## config.mk

```make
export PLATFORM = sky130hd
export DESIGN_NAME = tenrd_seq
export DESIGN_NICKNAME = d
export VERILOG_FILES = /design/src/rtl/tenrd_pkg.sv /design/src/rtl/tenrd_slots.sv /design/src/rtl/tenrd_bytecnt.sv /design/src/rtl/tenrd_fsm.sv /design/src/rtl/tenrd_seq.sv
export SDC_FILE = /design/constraint.sdc
export NUM_CORES = 1
export LEC_CHECK = 0
export BUFFER_PORTS_ARGS = -buffer_cell sky130_fd_sc_hd__buf_4
export CORE_AREA = 5 5 94 96
export CTS_CLUSTER_DIAMETER = 150
export CTS_CLUSTER_SIZE = 8
export DETAILED_ROUTE_END_ITERATION = 8
export DIE_AREA = 0 0 99 101
export PLACE_DENSITY = 0.79
export SLEW_MARGIN = 20
export SYNTH_ARGS = -nofsm -noshare
export SYNTH_HDL_FRONTEND = slang
export SYNTH_HIERARCHICAL = 1
export SYNTH_SLANG_ARGS = --single-unit
```

## constraint.sdc

```tcl
create_clock -name clk -period 2.79 [get_ports clk]
set_clock_uncertainty 0.05 [all_clocks]
set_input_delay 0.279 -clock clk [delete_from_list [all_inputs] [get_ports clk]]
set_output_delay 0.279 -clock clk [all_outputs]
set_load 0.01 [all_outputs]
```

## src/rtl/tenrd_pkg.sv

```systemverilog
package tenrd_pkg;

    localparam int ADDR_W = 10;

    typedef enum logic [2:0] {
        OP_NONE   = 3'd0,
        OP_START  = 3'd1,
        OP_RSTART = 3'd2,
        OP_TX     = 3'd3,
        OP_RX     = 3'd4,
        OP_STOP   = 3'd5
    } eng_op_e;

    typedef enum logic [2:0] {
        S_IDLE,
        S_COND,
        S_HDR,
        S_LOW,
        S_DATA,
        S_STOP,
        S_FIN
    } seq_st_e;

    typedef struct packed {
        logic [ADDR_W-1:0] addr;
        logic              tenbit;
        logic              repsame;
        logic              read;
        logic              start;
        logic              stop;
    } cmd_t;

    localparam logic [4:0] TEN_MARK = 5'b11110;

    function automatic logic [7:0] hdr10(input logic [1:0] hi, input logic rw);
        return {TEN_MARK, hi, rw};
    endfunction

    function automatic logic [7:0] addr7(input logic [6:0] a, input logic rw);
        return {a, rw};
    endfunction

    // illegal: header reuse with nothing recorded, or full 10-bit phase in read direction
    function automatic logic cmd_bad(input cmd_t c, input logic have10);
        return (c.repsame && !have10) || (c.tenbit && !c.repsame && c.read);
    endfunction

endpackage

```

## src/rtl/tenrd_slots.sv

```systemverilog
module tenrd_slots
    import tenrd_pkg::*;
#(
    parameter int NB_W = 8
) (
    input  logic            clk,
    input  logic            rst,
    input  cmd_t            wr_cmd,
    input  logic [NB_W-1:0] wr_nb,
    input  logic            cmd_wr,
    input  logic            ncmd_wr,
    input  logic            busy,
    input  logic            take,
    input  logic            chain,
    input  logic            flush,
    output cmd_t            act,
    output logic [NB_W-1:0] act_nb,
    output logic            act_valid
);

    cmd_t            nxt;
    logic [NB_W-1:0] nxt_nb;
    logic            nxt_valid;

    always_ff @(posedge clk) begin
        if (rst) begin
            act       <= '0;
            act_nb    <= '0;
            act_valid <= 1'b0;
            nxt       <= '0;
            nxt_nb    <= '0;
            nxt_valid <= 1'b0;
        end else begin
            if (take) begin
                act_valid <= 1'b0;
            end
            if (cmd_wr && !busy && !act_valid) begin
                act       <= wr_cmd;
                act_nb    <= wr_nb;
                act_valid <= 1'b1;
            end
            if (chain && nxt_valid) begin
                act       <= nxt;
                act_nb    <= nxt_nb;
                act_valid <= 1'b1;
                nxt_valid <= 1'b0;
            end
            if (flush) begin
                nxt_valid <= 1'b0;
            end
            if (ncmd_wr) begin
                nxt       <= wr_cmd;
                nxt_nb    <= wr_nb;
                nxt_valid <= 1'b1;
            end
        end
    end

    assert_busy_ignore_R9: assert property (@(posedge clk) disable iff (rst)
        (cmd_wr && busy && !chain) |=> ($stable(act) && $stable(act_nb)));

    assert_slot_once_R3: assert property (@(posedge clk) disable iff (rst)
        (chain && nxt_valid && !ncmd_wr) |=> (!nxt_valid && act_valid));

endmodule

```

## src/rtl/tenrd_bytecnt.sv

```systemverilog
module tenrd_bytecnt #(
    parameter int W = 8
) (
    input  logic         clk,
    input  logic         rst,
    input  logic         load,
    input  logic [W-1:0] ld_val,
    input  logic         dec,
    output logic         is_zero,
    output logic         is_one
);

    logic [W-1:0] cnt;

    always_ff @(posedge clk) begin
        if (rst) begin
            cnt <= '0;
        end else if (load) begin
            cnt <= ld_val;
        end else if (dec) begin
            cnt <= cnt - W'(1);
        end
    end

    assign is_zero = (cnt == '0);
    assign is_one  = (cnt == W'(1));

    assert_cnt_floor_R5: assert property (@(posedge clk) disable iff (rst)
        dec |-> !is_zero);

endmodule

```

## src/rtl/tenrd_fsm.sv

```systemverilog
module tenrd_fsm
    import tenrd_pkg::*;
#(
    parameter int NB_W = 8
) (
    input  logic            clk,
    input  logic            rst,
    input  cmd_t            act,
    input  logic [NB_W-1:0] act_nb,
    input  logic            act_valid,
    input  logic            cnt_zero,
    input  logic            cnt_one,
    output logic            cnt_load,
    output logic            cnt_dec,
    output logic            take,
    output logic            chain,
    output logic            flush,
    output logic            busy,
    input  logic [7:0]      wr_data,
    output logic            wr_pop,
    output logic            eng_req,
    output logic [2:0]      eng_op,
    output logic [7:0]      eng_txdata,
    output logic            eng_mack,
    input  logic            eng_done,
    input  logic            eng_nack,
    input  logic [7:0]      eng_rxdata,
    output logic            rx_valid,
    output logic [7:0]      rx_data,
    output logic            done,
    output logic            addr_nack,
    output logic            cmd_err
);

    seq_st_e    st;
    seq_st_e    nxt_after;
    cmd_t       cur;
    logic       bus_held;
    logic       have10;
    logic [1:0] last_hi;
    logic       aborted;
    logic       bad;
    logic [7:0] hdr_byte;
    eng_op_e    op;

    assign bad      = cmd_bad(act, have10);
    assign take     = (st == S_IDLE) && act_valid;
    assign cnt_load = take && !bad;
    assign cnt_dec  = (st == S_DATA) && eng_done;

    always_comb begin
        if (!cnt_zero)     nxt_after = S_DATA;
        else if (cur.stop) nxt_after = S_STOP;
        else               nxt_after = S_FIN;
    end

    always_comb begin
        if (cur.repsame)     hdr_byte = hdr10(last_hi, 1'b1);
        else if (cur.tenbit) hdr_byte = hdr10(cur.addr[9:8], 1'b0);
        else                 hdr_byte = addr7(cur.addr[6:0], cur.read);
    end

    always_ff @(posedge clk) begin
        if (rst) begin
            st        <= S_IDLE;
            cur       <= '0;
            bus_held  <= 1'b0;
            have10    <= 1'b0;
            last_hi   <= 2'b00;
            aborted   <= 1'b0;
            addr_nack <= 1'b0;
            cmd_err   <= 1'b0;
            rx_valid  <= 1'b0;
            rx_data   <= 8'h00;
        end else begin
            rx_valid <= 1'b0;
            case (st)
                S_IDLE: begin
                    if (act_valid) begin
                        cur       <= act;
                        aborted   <= 1'b0;
                        addr_nack <= 1'b0;
                        cmd_err   <= bad;
                        if (!bad) begin
                            if (act.start)          st <= S_COND;
                            else if (act_nb != '0)  st <= S_DATA;
                            else if (act.stop)      st <= S_STOP;
                            else                    st <= S_FIN;
                        end
                    end
                end
                S_COND: begin
                    if (eng_done) begin
                        bus_held <= 1'b1;
                        st       <= S_HDR;
                    end
                end
                S_HDR: begin
                    if (eng_done) begin
                        if (eng_nack) begin
                            addr_nack <= 1'b1;
                            aborted   <= 1'b1;
                            have10    <= 1'b0;
                            st        <= S_STOP;
                        end else if (cur.tenbit && !cur.repsame) begin
                            st <= S_LOW;
                        end else begin
                            st <= nxt_after;
                        end
                    end
                end
                S_LOW: begin
                    if (eng_done) begin
                        if (eng_nack) begin
                            addr_nack <= 1'b1;
                            aborted   <= 1'b1;
                            have10    <= 1'b0;
                            st        <= S_STOP;
                        end else begin
                            have10  <= 1'b1;
                            last_hi <= cur.addr[9:8];
                            st      <= nxt_after;
                        end
                    end
                end
                S_DATA: begin
                    if (eng_done) begin
                        if (cur.read) begin
                            rx_valid <= 1'b1;
                            rx_data  <= eng_rxdata;
                        end
                        if (cnt_one) st <= cur.stop ? S_STOP : S_FIN;
                    end
                end
                S_STOP: begin
                    if (eng_done) begin
                        bus_held <= 1'b0;
                        st       <= S_FIN;
                    end
                end
                S_FIN:   st <= S_IDLE;
                default: st <= S_IDLE;
            endcase
        end
    end

    always_comb begin
        op         = OP_NONE;
        eng_txdata = 8'h00;
        case (st)
            S_COND: op = bus_held ? OP_RSTART : OP_START;
            S_HDR: begin
                op         = OP_TX;
                eng_txdata = hdr_byte;
            end
            S_LOW: begin
                op         = OP_TX;
                eng_txdata = cur.addr[7:0];
            end
            S_DATA: begin
                op         = cur.read ? OP_RX : OP_TX;
                eng_txdata = cur.read ? 8'h00 : wr_data;
            end
            S_STOP:  op = OP_STOP;
            default: op = OP_NONE;
        endcase
    end

    assign eng_op   = op;
    assign eng_req  = (op != OP_NONE);
    assign eng_mack = (st == S_DATA) && cur.read && !cnt_one;
    assign wr_pop   = (st == S_DATA) && !cur.read && eng_done;
    assign busy     = (st != S_IDLE);
    assign done     = (st == S_FIN);
    assign chain    = (st == S_FIN) && !cur.stop && !aborted;
    assign flush    = (st == S_FIN) && aborted;

    assert_req_hold_R1: assert property (@(posedge clk) disable iff (rst)
        (eng_req && !eng_done) |=> (eng_req && $stable(eng_op)));

    assert_hdr_only_R4: assert property (@(posedge clk) disable iff (rst)
        ((st == S_HDR) && cur.repsame && eng_done && !eng_nack) |=> (st != S_LOW));

    assert_last_byte_end_R5: assert property (@(posedge clk) disable iff (rst)
        ((st == S_DATA) && eng_done && cnt_one) |=> ((st == S_STOP) || (st == S_FIN)));

    assert_abort_stop_R7: assert property (@(posedge clk) disable iff (rst)
        (((st == S_HDR) || (st == S_LOW)) && eng_done && eng_nack) |=> ((st == S_STOP) && addr_nack));

    assert_err_quiet_R8: assert property (@(posedge clk) disable iff (rst)
        $rose(cmd_err) |-> ((st == S_IDLE) && !eng_req));

    assert_done_pulse_R10: assert property (@(posedge clk) disable iff (rst)
        done |=> !done);

endmodule

```

## src/rtl/tenrd_seq.sv

```systemverilog
module tenrd_seq
    import tenrd_pkg::*;
#(
    parameter int NB_W = 8
) (
    input  logic            clk,
    input  logic            rst,
    input  logic            cmd_wr,
    input  logic            ncmd_wr,
    input  logic [9:0]      cmd_addr,
    input  logic            cmd_tenbit,
    input  logic            cmd_repsame,
    input  logic            cmd_read,
    input  logic            cmd_start,
    input  logic            cmd_stop,
    input  logic [NB_W-1:0] cmd_nbytes,
    input  logic [7:0]      wr_data,
    output logic            wr_pop,
    output logic            eng_req,
    output logic [2:0]      eng_op,
    output logic [7:0]      eng_txdata,
    output logic            eng_mack,
    input  logic            eng_done,
    input  logic            eng_nack,
    input  logic [7:0]      eng_rxdata,
    output logic            rx_valid,
    output logic [7:0]      rx_data,
    output logic            busy,
    output logic            done,
    output logic            addr_nack,
    output logic            cmd_err
);

    cmd_t            wr_cmd;
    cmd_t            act;
    logic [NB_W-1:0] act_nb;
    logic            act_valid;
    logic            take, chain, flush;
    logic            cnt_load, cnt_dec, cnt_zero, cnt_one;

    assign wr_cmd = '{addr: cmd_addr, tenbit: cmd_tenbit, repsame: cmd_repsame,
                      read: cmd_read, start: cmd_start, stop: cmd_stop};

    tenrd_slots #(.NB_W(NB_W)) u_slots (
        .clk       (clk),
        .rst       (rst),
        .wr_cmd    (wr_cmd),
        .wr_nb     (cmd_nbytes),
        .cmd_wr    (cmd_wr),
        .ncmd_wr   (ncmd_wr),
        .busy      (busy),
        .take      (take),
        .chain     (chain),
        .flush     (flush),
        .act       (act),
        .act_nb    (act_nb),
        .act_valid (act_valid)
    );

    tenrd_bytecnt #(.W(NB_W)) u_cnt (
        .clk     (clk),
        .rst     (rst),
        .load    (cnt_load),
        .ld_val  (act_nb),
        .dec     (cnt_dec),
        .is_zero (cnt_zero),
        .is_one  (cnt_one)
    );

    tenrd_fsm #(.NB_W(NB_W)) u_fsm (
        .clk        (clk),
        .rst        (rst),
        .act        (act),
        .act_nb     (act_nb),
        .act_valid  (act_valid),
        .cnt_zero   (cnt_zero),
        .cnt_one    (cnt_one),
        .cnt_load   (cnt_load),
        .cnt_dec    (cnt_dec),
        .take       (take),
        .chain      (chain),
        .flush      (flush),
        .busy       (busy),
        .wr_data    (wr_data),
        .wr_pop     (wr_pop),
        .eng_req    (eng_req),
        .eng_op     (eng_op),
        .eng_txdata (eng_txdata),
        .eng_mack   (eng_mack),
        .eng_done   (eng_done),
        .eng_nack   (eng_nack),
        .eng_rxdata (eng_rxdata),
        .rx_valid   (rx_valid),
        .rx_data    (rx_data),
        .done       (done),
        .addr_nack  (addr_nack),
        .cmd_err    (cmd_err)
    );

endmodule

```

### Word level (Yosys, flattened, before mapping)

Index checks and enable logic that the tools add are counted.

* flip-flop bits (word level): 88
* input port bits: 45

* add/sub/neg operators: 1
* equality and inequality tests: 18
* multiplexer cells: 49
* bitwise operators: 3
* reduce and logical (&&, ||, !) cells: 49

Operators with widths (number)
* 8-bit two-way mux: 7
* 3-bit two-way mux: 15
* 15-bit two-way mux: 2
* 8-bit case mux with 3 select lines: 1
* 3-bit case mux with 6 select lines: 1
* 1-bit logical AND: 17
* 1-bit two-way mux: 16
* 2-bit != test (second input constant): 8
* 3-bit case mux with 4 select lines: 1
* 3-bit nonzero test: 4
* 1-bit logical NOT: 10
* 2-bit nonzero test: 5
* 3-bit equality test (second input constant): 3
* 3-bit AND reduction: 3
* 8-bit by 1-bit equality test with 1-bit output (second input constant): 1
* 8-bit logical NOT: 1
* 4-bit AND reduction: 2
* 8-bit AND reduction: 1
* 8-bit nonzero test: 1
* 8-bit by 1-bit subtractor with 8-bit output (second input constant): 1
* 3-bit by 2-bit equality test with 1-bit output (second input constant): 2
* 2-bit two-way mux: 3
* 2-bit by 1-bit != test with 1-bit output (second input constant): 3
* 1-bit case mux with 2 select lines: 3
* 7 further kinds: 9

### Longest topological paths before layout

* depth in word-level cells: 7
* gate-level depth with buffers: 9
* gate-level depth less buffers: 7

### Modules after synthesis

The synthesis kept the hierarchy.

By module, submodules not included
* tenrd_slots: times used 1, cells each 216, area an instance 2018.2 um^2, sequential area each 960.9 um^2
* tenrd_fsm: times used 1, cells each 212, area an instance 1729.2 um^2, sequential area each 640.6 um^2
* tenrd_bytecnt: times used 1, cells each 59, area an instance 504.2 um^2, sequential area each 160.2 um^2

### Worst setup path before layout

OpenSTA, ideal clock, no wires.

* kind: register -> register
* start: reg u_cnt.cnt[4]
* end: reg u_fsm.st[1]
* library setup time: 88 ps
* arrival: 1871 ps
* required time: 2652 ps
* setup slack: 781 ps
* stages on the path, launching flop included: 8
* clock period less this slack: 2009 ps
* cells stage by stage: dfxtp_1 -> or4_1 -> clkbuf_2 -> nor4b_1 -> a21o_1 -> a221o_2 -> a21oi_1 -> a311oi_2

* elaborated cells on any way between the ends: 11
* those cells by class: 2 x eq/ne; 7 x mux; 2 x reduce/logical

RTL lines
* start, declared: RTL line tenrd_bytecnt.sv:13 `logic [W-1:0] cnt;`
* start signal, assigned: RTL line tenrd_bytecnt.sv:19 `cnt <= ld_val;`
* start signal, assigned: RTL line tenrd_bytecnt.sv:21 `cnt <= cnt - W'(1);`
* 8-bit by 1-bit equality test with 1-bit output: RTL line tenrd_bytecnt.sv:26 `assign is_one = (cnt == W'(1));`
* named net cnt_one: RTL line tenrd_seq.sv:39 `logic cnt_load, cnt_dec, cnt_zero, cnt_one;`
* 2-bit by 1-bit != test with 1-bit output (no line)
* 8-bit AND reduction (no line)
* end signal, assigned: RTL line tenrd_fsm.sv:108 `st <= nxt_after;`
* end signal, assigned: RTL line tenrd_fsm.sv:122 `st <= nxt_after;`
* end signal, assigned: RTL line tenrd_fsm.sv:132 `if (cnt_one) st <= cur.stop ? S_STOP : S_FIN;`
* end, declared: RTL line tenrd_fsm.sv:35 `seq_st_e st;`

The timed path passes the listed nets, and every way through them passes these cells. The select of a mux whose other input is x is not followed.
A chain may end at the register's enable or synchronous reset.

### Worst setup path after layout

* start: reg u_fsm.st[2]
* end: out eng_txdata[0]

* word-level cells in the longest chain between the ends: 2
* elaborated cells on any way between the ends: 4
* those cells by class: 3 x eq/ne; 1 x mux

Ends and longest elaborated chain
* 3-bit equality test or 3-bit by 2-bit equality test with 1-bit output (tied branches): RTL line tenrd_fsm.sv:150 `case (st)`
* 8-bit case mux with 3 select lines *: RTL line tenrd_fsm.sv:150
* end, declared: RTL line tenrd_seq.sv:21 `output logic [7:0] eng_txdata,`

Mark *: on every way between the ends. The rest lies on a longest branch, timed or not.

==> impl_metrics.ini <==
[sta]
rsz0062_at_grt = false
max_slew_margin = 0.4991
hold_viol = 0
timing.setup.tns_ps = 0
slew_violations = 0
finalCritPeriodShare = 0.8692
worstMarginPinSlew_ps = 744.5
setup_violations = 0
max_freq_mhz = 412.4
min_period_ps = 2425

[worst_setup_path]
slowest_delay_ps = 510
endpoint = eng_txdata[0]
cp_num_buf_inv = 3
timing.critical_path.from = u_fsm/st[2]
rr_endpoint = u_cnt/cnt[6]
reg2reg_from = u_fsm/st[0]
worstSetupPathType = flop to output port
crit_arrival_ps = 2100
cpMostUsedCell = buf_4
cp-end-kind = output port
cp_max_fo = 16
crit_family = buffers and inverters
crit_cells = 5
rrSetupSlack_ps = 440
cp-start-kind = flop
crit_path_cell_trace = buf_4, inv_1, nor3_2, a221o_1, buf_4
worstPathRequired_ps = 2460
rr_worst_depth = 6
slowest_stage = nor3_2

[clock_tree]
cts-root-to-sink-buffers = 2
postCtsHoldBufs = 0
cts.sinks = 88
cts_buffers = 9
clk_latency_ps = 350
htree_levels = 3
post_cts_resized = 0
clkTransAtPathRegs_ps = 90
cts_tree = yes
cts_setup_buffers = 0
cts-root-buf = clkbuf_8

[floorplanning]
rows = 33
die_h_um = 101
core_um2 = 7969
die_area_um2 = 9999
start_util = 0.5335
io_pins = 72
die_w_um = 99

[yosys]
syn_nets = 535
synth_top_cell_by_area = dfxtp_1
synth-seq-cells = 88
yosys_warnings = 6
async_reset_ff_frac = 0
synthCells = 487
syn_area_um2 = 4252
synth_edf_count = 0
synth_cell_types = 71
ys_dominant_reg_cell = dfxtp_1
synth_top_cells_by_area = dfxtp_1 (41%), mux2i_1 (8.2%), nand2_1 (7.2%)
synth-seq-area-share = 0.4144
avgSynthCellArea_um2 = 8.730
synth_top_area_frac = 0.4144

[layout]
fin_nets = 586
fillers = 659
layout.area.seq_um2 = 1762
mostFrequentLayoutCells = dfxtp_1 (88), nand2_1 (82), buf_4 (77)
synthToLayoutAreaGrowth_pct = 17.07
final_common_cell = dfxtp_1
post-route-util = 0.6246
insertedDiodeCount = 0
layout-drive-gt1-share = 0.2155
multiInputGateArea_um2 = 2193

[place]
gp_congestion = 0.9594
dp_hpwl_mm = 6.692
io_buffers = 71

[power]
p_total_uw = 4452
p_leak_uw = 0.002118
ir_worst_vdd_mv = 0.4728
power_density_nw_per_um2 = 894.4

[drt]
drt-total-wl_mm = 9.993
dr.pass1.iters = 5
vias_per_cell = 5.806
wl_per_cell_um = 15.42
drc = 0
drt_first_iter_violations = 229
num_vias = 3762
postRouteAntennaNets = 0

[global_route]
grt_pass1_vias = 3439
met1_usage = 0.2897
grt_pass1_wl_mm = 16.81
grt_util_met3 = 0.04637
grt_use_total = 0.2022
grtUsageMet2 = 0.3053
top_usage_layer = met2
antenna_found_initial = 0
grt_max_degree = 69
overflow = 0

[status]
status = finished clean

[flow_run]
cap_violations = 0

[hold_path]
hp-class = input port to flop
cell type report:
type	instances	area share
multi-input combinational	348	0.4407
sequential	88	0.3539
timing repair buffer	78	0.1202
clock buffer	11	0.03042
tap	105	0.02640
clock inverter	5	0.01760
inverter	13	0.01081
stage by stage:
| step | cells | setup slack, ps | area, µm² | hold WS (ps) |
|---|---|---|---|---|
| after CTS | 648 | 372.4 | 4977 | 90.87 |
| final | 648 | 365.0 | 4977 | 105.3 |
| after global routing | 648 | 198.4 | 4977 | 101.9 |
| after global placement | 632 | 590.2 | 4738 | 398.6 |
| after detailed placement | 632 | 486.3 | 4738 | 401.2 |
| after floorplan | 487 | 781.3 | 4252 | 339.1 |
state kept, by name, indices dropped and copies added (netlist names), 2 cells and up:
name and count:
u_cnt/cnt 8, u_fsm/cur 14, u_fsm/rx_data 8, u_slots/act_nb 8, u_slots/nxt 15, u_fsm/last_hi 2, u_slots/nxt_nb 8, u_slots/act 15
u_fsm/st 3
worst min-delay path, cell delays in order:
cell	delay [ps]
buf_4	80
mux2i_1	50
nor2_1	70
kinds of logic (layout without fill, tap and decap cells):
kind of cell / Yosys count / after routing / synth area share
and+or+nand+nor: 189 / 189 / 0.2166
AOI/OAI and AO/OA: 117 / 117 / 0.1992
xor gates and xnor gates: 3 / 3 / 0.006181
DFF: 88 / 88 / 0.4144
buffers and inverters: 51 / 107 / 0.06975
adders and majority gates: 3 / 3 / 0.008830
muxes: 36 / 36 / 0.08505
report_power, final:
group	internal [µW]	switching, µW	total (µW)
Clock	561	471	1030
Sequential	1510	268	1780
Combinational	714	925	1640
Total	2790	1660	4450
cell usage after synthesis, types with 4 or more instances:
| library cell | number |
|---|---|
| o31ai_1 | 24 |
| nand2_1 | 82 |
| dfxtp_1 | 88 |
| clkbuf_1 | 10 |
| a31oi_1 | 22 |
| a31oi_2 | 4 |
| a21oi_1 | 28 |
| buf_2 | 11 |
| inv_1 | 12 |
| nor2_1 | 55 |
| buf_6 | 4 |
| mux2i_1 | 35 |
| nor4_1 | 4 |
| nor4b_1 | 4 |
| nor3_1 | 9 |
| o21ai_0 | 5 |
| buf_4 | 6 |
| a221o_1 | 6 |
| a311oi_1 | 4 |
per-layer routing:
layer / share of wire / wire (µm)
met2: 0.46 / 4601
met4: 0.0087 / 87
met1: 0.46 / 4565
met5: 0 / 0
met3: 0.074 / 740
how the worst min path moves through the flow:
stage / endpoint / depth (start not counted) / from / slack (ps)
after floorplan: u_fsm/have10 / 1 / eng_nack / 340
after global placement: u_fsm/cur[9] / 2 / u_slots/act[9] / 400
after detailed placement: u_fsm/cur[9] / 2 / u_slots/act[9] / 400
after CTS: u_fsm/rx_data[4] / 3 / eng_rxdata[4] / 90
after global routing: u_fsm/rx_data[2] / 3 / eng_rxdata[2] / 100
final: u_fsm/rx_data[5] / 3 / eng_rxdata[5] / 110
(Power assumes the default switching activity.)
